[src/rtl/svl_pkg.sv]
package svl_pkg;
  localparam int unsigned RNUM_W = 5;
  typedef logic [RNUM_W-1:0] rnum_t;

  typedef enum logic [1:0] {
    ST_IDLE = 2'd0,
    ST_REQ  = 2'd1,
    ST_WAIT = 2'd2,
    ST_DONE = 2'd3
  } seq_state_e;

  typedef struct packed {
    logic  vld;
    rnum_t rnum;
    logic  bank;
    logic  off_mode;
  } ent_tag_t;
endpackage

[src/rtl/svl_offset_table.sv]
module svl_offset_table
  import svl_pkg::*;
#(
  parameter int unsigned XLEN   = 32,
  parameter int unsigned N_ENT  = 2,
  localparam int unsigned SLOT_W = (N_ENT > 1) ? $clog2(N_ENT) : 1
) (
  input  logic              clk_i,
  input  logic              rst_ni,
  input  logic              set_valid_i,
  input  logic [SLOT_W-1:0] set_slot_i,
  input  rnum_t             set_rnum_i,
  input  logic              set_bank_i,
  input  logic              set_mode_i,
  input  logic [XLEN-1:0]   set_amt_i,
  input  rnum_t             look_rnum_i,
  input  logic              look_bank_i,
  output logic              hit_o,
  output logic              hit_off_mode_o,
  output logic [XLEN-1:0]   hit_amt_o
);
  ent_tag_t         tag_q [N_ENT];
  logic [XLEN-1:0]  amt_q [N_ENT];
  logic [N_ENT-1:0] match;

  always_ff @(posedge clk_i or negedge rst_ni) begin
    if (!rst_ni) begin
      for (int e = 0; e < N_ENT; e++) begin
        tag_q[e] <= '0;
        amt_q[e] <= '0;
      end
    end else if (set_valid_i) begin
      for (int e = 0; e < N_ENT; e++) begin
        if (set_slot_i == SLOT_W'(e)) begin
          tag_q[e] <= '{vld: 1'b1, rnum: set_rnum_i, bank: set_bank_i, off_mode: set_mode_i};
          amt_q[e] <= set_amt_i;
        end
      end
    end
  end

  for (genvar e = 0; e < N_ENT; e++) begin : g_match
    assign match[e] = tag_q[e].vld && (tag_q[e].rnum == look_rnum_i)
                      && (tag_q[e].bank == look_bank_i);
  end

  // lowest index wins: scan downward, last hit assigned stays
  always_comb begin
    hit_o          = 1'b0;
    hit_off_mode_o = 1'b0;
    hit_amt_o      = '0;
    for (int e = N_ENT - 1; e >= 0; e--) begin
      if (match[e]) begin
        hit_o          = 1'b1;
        hit_off_mode_o = tag_q[e].off_mode;
        hit_amt_o      = amt_q[e];
      end
    end
  end
endmodule

[src/rtl/svl_addr_gen.sv]
module svl_addr_gen #(
  parameter int unsigned XLEN       = 32,
  parameter int unsigned IMM_W      = 12,
  parameter int unsigned ELEM_BYTES = 4
) (
  input  logic             clk_i,
  input  logic             rst_ni,
  input  logic             start_i,
  input  logic [XLEN-1:0]  base_i,
  input  logic [XLEN-1:0]  offs_i,
  input  logic [IMM_W-1:0] imm_i,
  input  logic             off_mode_i,
  input  logic             adv_i,
  output logic [XLEN-1:0]  addr_o
);
  localparam int unsigned EXT_W = XLEN - IMM_W;

  logic [XLEN-1:0] addr_q, step_q, step_d;

  assign step_d = off_mode_i ? {{EXT_W{imm_i[IMM_W-1]}}, imm_i} : XLEN'(ELEM_BYTES);

  always_ff @(posedge clk_i or negedge rst_ni) begin
    if (!rst_ni) begin
      addr_q <= '0;
      step_q <= '0;
    end else if (start_i) begin
      addr_q <= base_i + offs_i;
      step_q <= step_d;
    end else if (adv_i) begin
      addr_q <= addr_q + step_q;
    end
  end

  assign addr_o = addr_q;
endmodule

[src/rtl/svl_elem_ctrl.sv]
module svl_elem_ctrl
  import svl_pkg::*;
#(
  parameter int unsigned VL_W = 5
) (
  input  logic            clk_i,
  input  logic            rst_ni,
  input  logic            cmd_valid_i,
  output logic            cmd_ready_o,
  output logic            start_o,
  input  rnum_t           dst_i,
  input  logic [VL_W-1:0] vlen_i,
  output logic            req_valid_o,
  input  logic            req_ready_i,
  output logic            adv_o,
  input  logic            rsp_valid_i,
  output logic            we_o,
  output rnum_t           idx_o,
  output logic            done_o
);
  seq_state_e      st_q, st_d;
  logic [VL_W-1:0] rem_q;
  rnum_t           idx_q;
  logic            last;

  assign cmd_ready_o = (st_q == ST_IDLE);
  assign start_o     = cmd_ready_o && cmd_valid_i;
  assign req_valid_o = (st_q == ST_REQ);
  assign adv_o       = req_valid_o && req_ready_i;
  assign we_o        = (st_q == ST_WAIT) && rsp_valid_i;
  assign idx_o       = idx_q;
  assign done_o      = (st_q == ST_DONE);
  assign last        = (rem_q == VL_W'(1));

  always_comb begin
    st_d = st_q;
    unique case (st_q)
      ST_IDLE: if (start_o) st_d = ST_REQ;
      ST_REQ:  if (adv_o) st_d = ST_WAIT;
      ST_WAIT: if (we_o) st_d = last ? ST_DONE : ST_REQ;
      ST_DONE: st_d = ST_IDLE;
      default: st_d = ST_IDLE;
    endcase
  end

  always_ff @(posedge clk_i or negedge rst_ni) begin
    if (!rst_ni) begin
      st_q  <= ST_IDLE;
      rem_q <= '0;
      idx_q <= '0;
    end else begin
      st_q <= st_d;
      if (start_o) begin
        rem_q <= (vlen_i == '0) ? VL_W'(1) : vlen_i;
        idx_q <= dst_i;
      end else if (we_o) begin
        rem_q <= rem_q - VL_W'(1);
        idx_q <= idx_q + rnum_t'(1);
      end
    end
  end
endmodule

[src/rtl/strided_vload_seq.sv]
module strided_vload_seq
  import svl_pkg::*;
#(
  parameter int unsigned XLEN       = 32,
  parameter int unsigned IMM_W      = 12,
  parameter int unsigned VL_W       = 5,
  parameter int unsigned N_ENT      = 2,
  parameter int unsigned ELEM_BYTES = 4,
  localparam int unsigned SLOT_W    = (N_ENT > 1) ? $clog2(N_ENT) : 1
) (
  input  logic              clk_i,
  input  logic              rst_ni,
  input  logic              set_valid_i,
  input  logic [SLOT_W-1:0] set_slot_i,
  input  logic [4:0]        set_rnum_i,
  input  logic              set_bank_i,
  input  logic              set_mode_i,
  input  logic [XLEN-1:0]   set_amt_i,
  input  logic              cmd_valid_i,
  output logic              cmd_ready_o,
  input  logic [4:0]        cmd_dst_i,
  input  logic [4:0]        cmd_base_rnum_i,
  input  logic              cmd_base_bank_i,
  input  logic [IMM_W-1:0]  cmd_imm_i,
  input  logic [XLEN-1:0]   cmd_base_addr_i,
  input  logic [VL_W-1:0]   cmd_vlen_i,
  output logic              mem_req_valid_o,
  input  logic              mem_req_ready_i,
  output logic [XLEN-1:0]   mem_req_addr_o,
  input  logic              mem_rsp_valid_i,
  input  logic [XLEN-1:0]   mem_rsp_data_i,
  output logic              rf_we_o,
  output logic [4:0]        rf_idx_o,
  output logic [XLEN-1:0]   rf_data_o,
  output logic              done_o
);
  logic            hit, hit_off_mode, start, adv;
  logic [XLEN-1:0] hit_amt;

  svl_offset_table #(.XLEN(XLEN), .N_ENT(N_ENT)) u_tbl (
    .clk_i          (clk_i),
    .rst_ni         (rst_ni),
    .set_valid_i    (set_valid_i),
    .set_slot_i     (set_slot_i),
    .set_rnum_i     (set_rnum_i),
    .set_bank_i     (set_bank_i),
    .set_mode_i     (set_mode_i),
    .set_amt_i      (set_amt_i),
    .look_rnum_i    (cmd_base_rnum_i),
    .look_bank_i    (cmd_base_bank_i),
    .hit_o          (hit),
    .hit_off_mode_o (hit_off_mode),
    .hit_amt_o      (hit_amt)
  );

  svl_addr_gen #(.XLEN(XLEN), .IMM_W(IMM_W), .ELEM_BYTES(ELEM_BYTES)) u_agen (
    .clk_i      (clk_i),
    .rst_ni     (rst_ni),
    .start_i    (start),
    .base_i     (cmd_base_addr_i),
    .offs_i     (hit_amt),
    .imm_i      (cmd_imm_i),
    .off_mode_i (hit && hit_off_mode),
    .adv_i      (adv),
    .addr_o     (mem_req_addr_o)
  );

  svl_elem_ctrl #(.VL_W(VL_W)) u_ctrl (
    .clk_i       (clk_i),
    .rst_ni      (rst_ni),
    .cmd_valid_i (cmd_valid_i),
    .cmd_ready_o (cmd_ready_o),
    .start_o     (start),
    .dst_i       (cmd_dst_i),
    .vlen_i      (cmd_vlen_i),
    .req_valid_o (mem_req_valid_o),
    .req_ready_i (mem_req_ready_i),
    .adv_o       (adv),
    .rsp_valid_i (mem_rsp_valid_i),
    .we_o        (rf_we_o),
    .idx_o       (rf_idx_o),
    .done_o      (done_o)
  );

  assign rf_data_o = mem_rsp_data_i;
endmodule

[config.mk]
export PLATFORM = sky130hd
export DESIGN_NAME = strided_vload_seq
export DESIGN_NICKNAME = d
export VERILOG_FILES = /design/src/rtl/svl_pkg.sv /design/src/rtl/svl_offset_table.sv /design/src/rtl/svl_addr_gen.sv /design/src/rtl/svl_elem_ctrl.sv /design/src/rtl/strided_vload_seq.sv
export SDC_FILE = /design/constraint.sdc
export NUM_CORES = 1
export LEC_CHECK = 0
export ABC_AREA = 1
export BUFFER_PORTS_ARGS = -buffer_cell sky130_fd_sc_hd__buf_4
export CELL_PAD_IN_SITES_DETAIL_PLACEMENT = 1
export CELL_PAD_IN_SITES_GLOBAL_PLACEMENT = 1
export CORE_MARGIN = 2
export CORE_UTILIZATION = 40
export CTS_CLUSTER_DIAMETER = 50
export DETAILED_ROUTE_END_ITERATION = 8
export HOLD_SLACK_MARGIN = 0.05
export PLACE_DENSITY = 0.87
export SYNTH_ARGS = -nofsm -noshare
export SYNTH_HDL_FRONTEND = slang
export SYNTH_SLANG_ARGS = --single-unit
[constraint.sdc]
create_clock -name clk_i -period 3.4 [get_ports clk_i]
set_clock_uncertainty 0.2 [all_clocks]
set_input_delay 0 -clock clk_i [delete_from_list [all_inputs] [get_ports clk_i]]
set_output_delay 0 -clock clk_i [all_outputs]
set_load 0.1 [all_outputs]
==> impl_metrics.py <==
metrics = {
    "route": {
        "drt_wl_total_um": 48000,
        "wl_per_cell_um": 21.4,
        "num_vias": 12700,
        "drc_errors": 8,
        "firstDrtPassIters": 8,
        "drtIter0Drc": 961,
        "via_per_inst": 5.64,
        "ant_nets": 0,
    },
    "synth": {
        "ys_ff_latch": 136,
        "syn_area_per_cell_um2": 6.54,
        "synth-async-reset-ratio": 1.00,
        "synthesis.nets": 1835,
        "synth_top_family_by_area": "simple AND/OR/NAND/NOR gates",
        "seq_area_frac_synth": 0.320,
        "synthMuxAreaShare": 0,
        "synth_area_leader_cell": "dfrtp_1",
        "synth_warnings": 0,
        "syn_area_um2": 10600,
        "synth_top_area_frac": 0.320,
        "synth_compound_area_frac": 0.138,
        "synthDistinctLibCells": 42,
        "synthFlopType": "dfrtp_1",
        "netlist_instances": 1628,
        "synthSimpleGateAreaFrac": 0.327,
        "synth-edff-count": 0,
        "yosys-top-cells-area": "dfrtp_1, nand2_1, ha_1",
        "synth-xor-area-share": 0.0156,
        "synth_fa_ha_area_frac": 0.0825,
    },
    "power_and_ir_drop": {
        "p_int_mw": 4.37,
        "power.clock.fraction": 0.202,
        "power.switching_mw": 5.24,
        "power_density_nw_per_um2": 658,
        "ir_drop_mv": 0.391,
        "swShare": 0.545,
        "leakagePower_nw": 7.63,
        "p_seq_frac": 0.248,
        "combPwrFrac": 0.550,
    },
    "layout": {
        "final_util": 0.559,
        "areaGrowthSynthToFinish_pct": 37.1,
        "mostFrequentLayoutCells": "nand2_1, inv_1, buf_4",
        "multiInputGateArea_um2": 6560,
        "nets": 2101,
        "final_cells": 2243,
        "fill_cells": 3360,
        "final_cell_area_um2": 14600,
        "drive_gt1_frac": 0.185,
        "layout_commonest_cell": "nand2_1",
        "register_area_um2": 3400,
    },
    "global_route": {
        "antenna_found_initial": 1,
        "grt_pass1_vias": 13000,
        "grt_usage": 0.310,
        "grt_pass1_wl_um": 68600,
        "grt_max_degree": 68,
        "overflow": 0,
    },
    "outcome": {
        "violations": "DRC, setup timing",
        "outcome": "complete, but fails checks",
    },
    "floorplan": {
        "fp.dieW_um": 167,
        "rows": 59,
        "die_area_um2": 27900,
        "pin_count": 211,
        "start_util": 0.407,
        "die_height_um": 167,
        "coreArea_um2": 26100,
    },
    "timing": {
        "min_period_over_period": 1.08,
        "drv_slew": 0,
        "rsz0062_at_grt": "yes",
        "fmax_mhz": 272,
        "min_period_ns": 3.67,
        "setup_violations": 23,
        "worst_slack_ns": -0.270,
        "slew-limit-headroom": 0.320,
        "worst_pin_slew_ns": 1.02,
        "hold_viol": 0,
    },
    "placement": {
        "dpl_cell_area_um2": 11900,
        "dp_slack_ns": 0.0330,
        "port_buffers": 146,
        "gp_congestion": 0.900,
        "hpwl_um": 28600,
        "dp.cells": 2050,
    },
    "run": {
        "drv_cap": 0,
    },
    "clocking": {
        "root_buffer": "clkbuf_16",
        "cts_sinks": 136,
        "cts_tree": "done",
        "htree_levels": 4,
        "cts.clk_slew.worst_paths_ns": 0.07,
        "clk_path_buf_depth": 2,
        "clk_latency_ns": 0.47,
        "numCtsBuffers": 17,
    },
    "setup_path": {
        "crit_required_ns": 3.59,
        "crit_path_start_kind": "flip-flop",
        "critPathMostFrequentCell": "nand2_1",
        "critPathKind": "flip-flop to flip-flop",
        "cp_slowest_cell": "dfrtp_1",
        "critPathTopFamily": "simple AND/OR/NAND/NOR gates",
        "cp_max_fo": 6,
        "cp-end-kind": "flip-flop",
        "path_cells": "nand2_1, nand2_1, nor2_2, nand2_2, nor2_4, buf_4, nand3_1, nand2_1, ha_2, nand2_1, inv_1, nand2_1, inv_1, nand3_1, nand3b_1, nand2_2, nand3_1, nand2_1, nand3_1, nand2_1, nand2_1, nand2_1",
        "slowest_delay_ns": 0.41,
        "critical_path_arrival_ns": 3.86,
        "cp_num_buf_inv": 3,
    },
    "worst_hold_path": {
        "hp-class": "input pin to flip-flop",
    },
}
## layer usage
metal / GRT usage / routed length, um / share of wire / vias up
li1: - / - / - / 5737
met5: 0 / 0 / 0 / -
met2: 0.549 / 24100 / 0.50 / 565
met3: 0.0451 / 2570 / 0.054 / 218
met1: 0.362 / 18400 / 0.38 / 6135
met4: 0.167 / 2980 / 0.062 / 0
## area by class of cell
cell class                      instances  area share
Sequential cell                       136       0.233
Clock inverter                         14     0.00934
Timing Repair Buffer                  321       0.195
Tap cell                              335      0.0287
Multi-Input combinational cell       1205       0.449
Inverter                              213      0.0549
Antenna cell                            1    0.000171
Clock buffer                           18      0.0301
## path summary, 6_finish.rpt
check / to / startpoint / cells past startpoint / slack [ns]
min in group asynchronous: u_ctrl.rem_q[4] / rst_ni / 3 / 0.32
hold / removal: u_agen.addr_o[25] / cmd_base_addr_i[25] / 7 / 0.04
hold reg to reg: u_tbl.tag_q[7] / u_tbl.tag_q[7] / 2 / 0.28
setup reg to reg: u_agen.addr_o[26] / u_tbl.tag_q[5] / 22 / -0.27
max in group asynchronous: u_agen.step_q[8] / rst_ni / 4 / 2.04
setup / recovery: u_agen.addr_o[26] / u_tbl.tag_q[5] / 22 / -0.27
## cell usage after synthesis (all sizes together), types with 12 or more instances
master,n
nor3,15
clkbuf,20
inv,213
a31oi,12
nand2,558
buf,54
dfrtp,136
nand3,125
o21ai,142
xor2,16
a21oi,91
nor2,112
o21bai,13
ha,67
## power by group through the flow
stage,combinational [mW],sequential (mW),clock [mW]
floorplan,2.16,3.67,0
global placement,4.40,2.33,0
detailed placement,4.52,2.36,0
CTS,4.92,2.34,1.93
global route,5.58,2.41,2.01
finish,5.28,2.39,1.94
## per-stage QoR
step | TNS [ns] | hold WS [ns] | total power [mW]
after floorplan | 0 | -0.496 | 5.84
after global placement | 0 | -0.199 | 6.73
after detailed placement | 0 | -0.199 | 6.88
after CTS | 0 | 0.0546 | 9.18
after global routing | -5.83 | 0.0830 | 10.0
final | -3.01 | 0.0420 | 9.61
## state kept, by name, indices dropped and copies added, names as in the netlist
| name | flops |
|---|---|
| u_agen.step_q | 12 |
| u_ctrl.idx_o | 5 |
| u_tbl.amt_q | 64 |
| u_ctrl.rem_q | 5 |
| u_ctrl.st_q | 2 |
| u_tbl.tag_q | 16 |
| u_agen.addr_o | 32 |
## cells by family after synthesis
logic type | Yosys count
AO/OA/AOI/OAI | 274
XOR/XNOR | 19
adder cells (fa/ha/maj) | 69
buffers and inverters | 287
flip-flops | 136
AND/OR/NAND/NOR | 843
## worst register-to-register path, cell delays in order, from the launching register on
cell	delay [ns]
dfrtp_1	0.41
nand2_1	0.13
nand2_1	0.10
nor2_2	0.15
nand2_2	0.10
nor2_4	0.24
buf_4	0.21
nand3_1	0.12
nand2_1	0.10
ha_2	0.32
nand2_1	0.15
inv_1	0.09
nand2_1	0.17
inv_1	0.10
nand3_1	0.12
nand3b_1	0.18
nand2_2	0.15
nand3_1	0.10
nand2_1	0.09
nand3_1	0.10
nand2_1	0.12
nand2_1	0.06
nand2_1	0.07
## timing repair
| item | CTS | global route |
|---|---|---|
| buffers inserted | 1 | 24 |
| gates cloned | 1 | 0 |
| endpoints found under the hold margin | 295 | 0 |
| pin swaps | 2 | 33 |
| endpoints found under the setup margin | 9 | 27 |
| gates resized for setup | 7 | 141 |
| hold buffers | 134 | 0 |
Note: power is estimated with default switching activity, not from simulation.
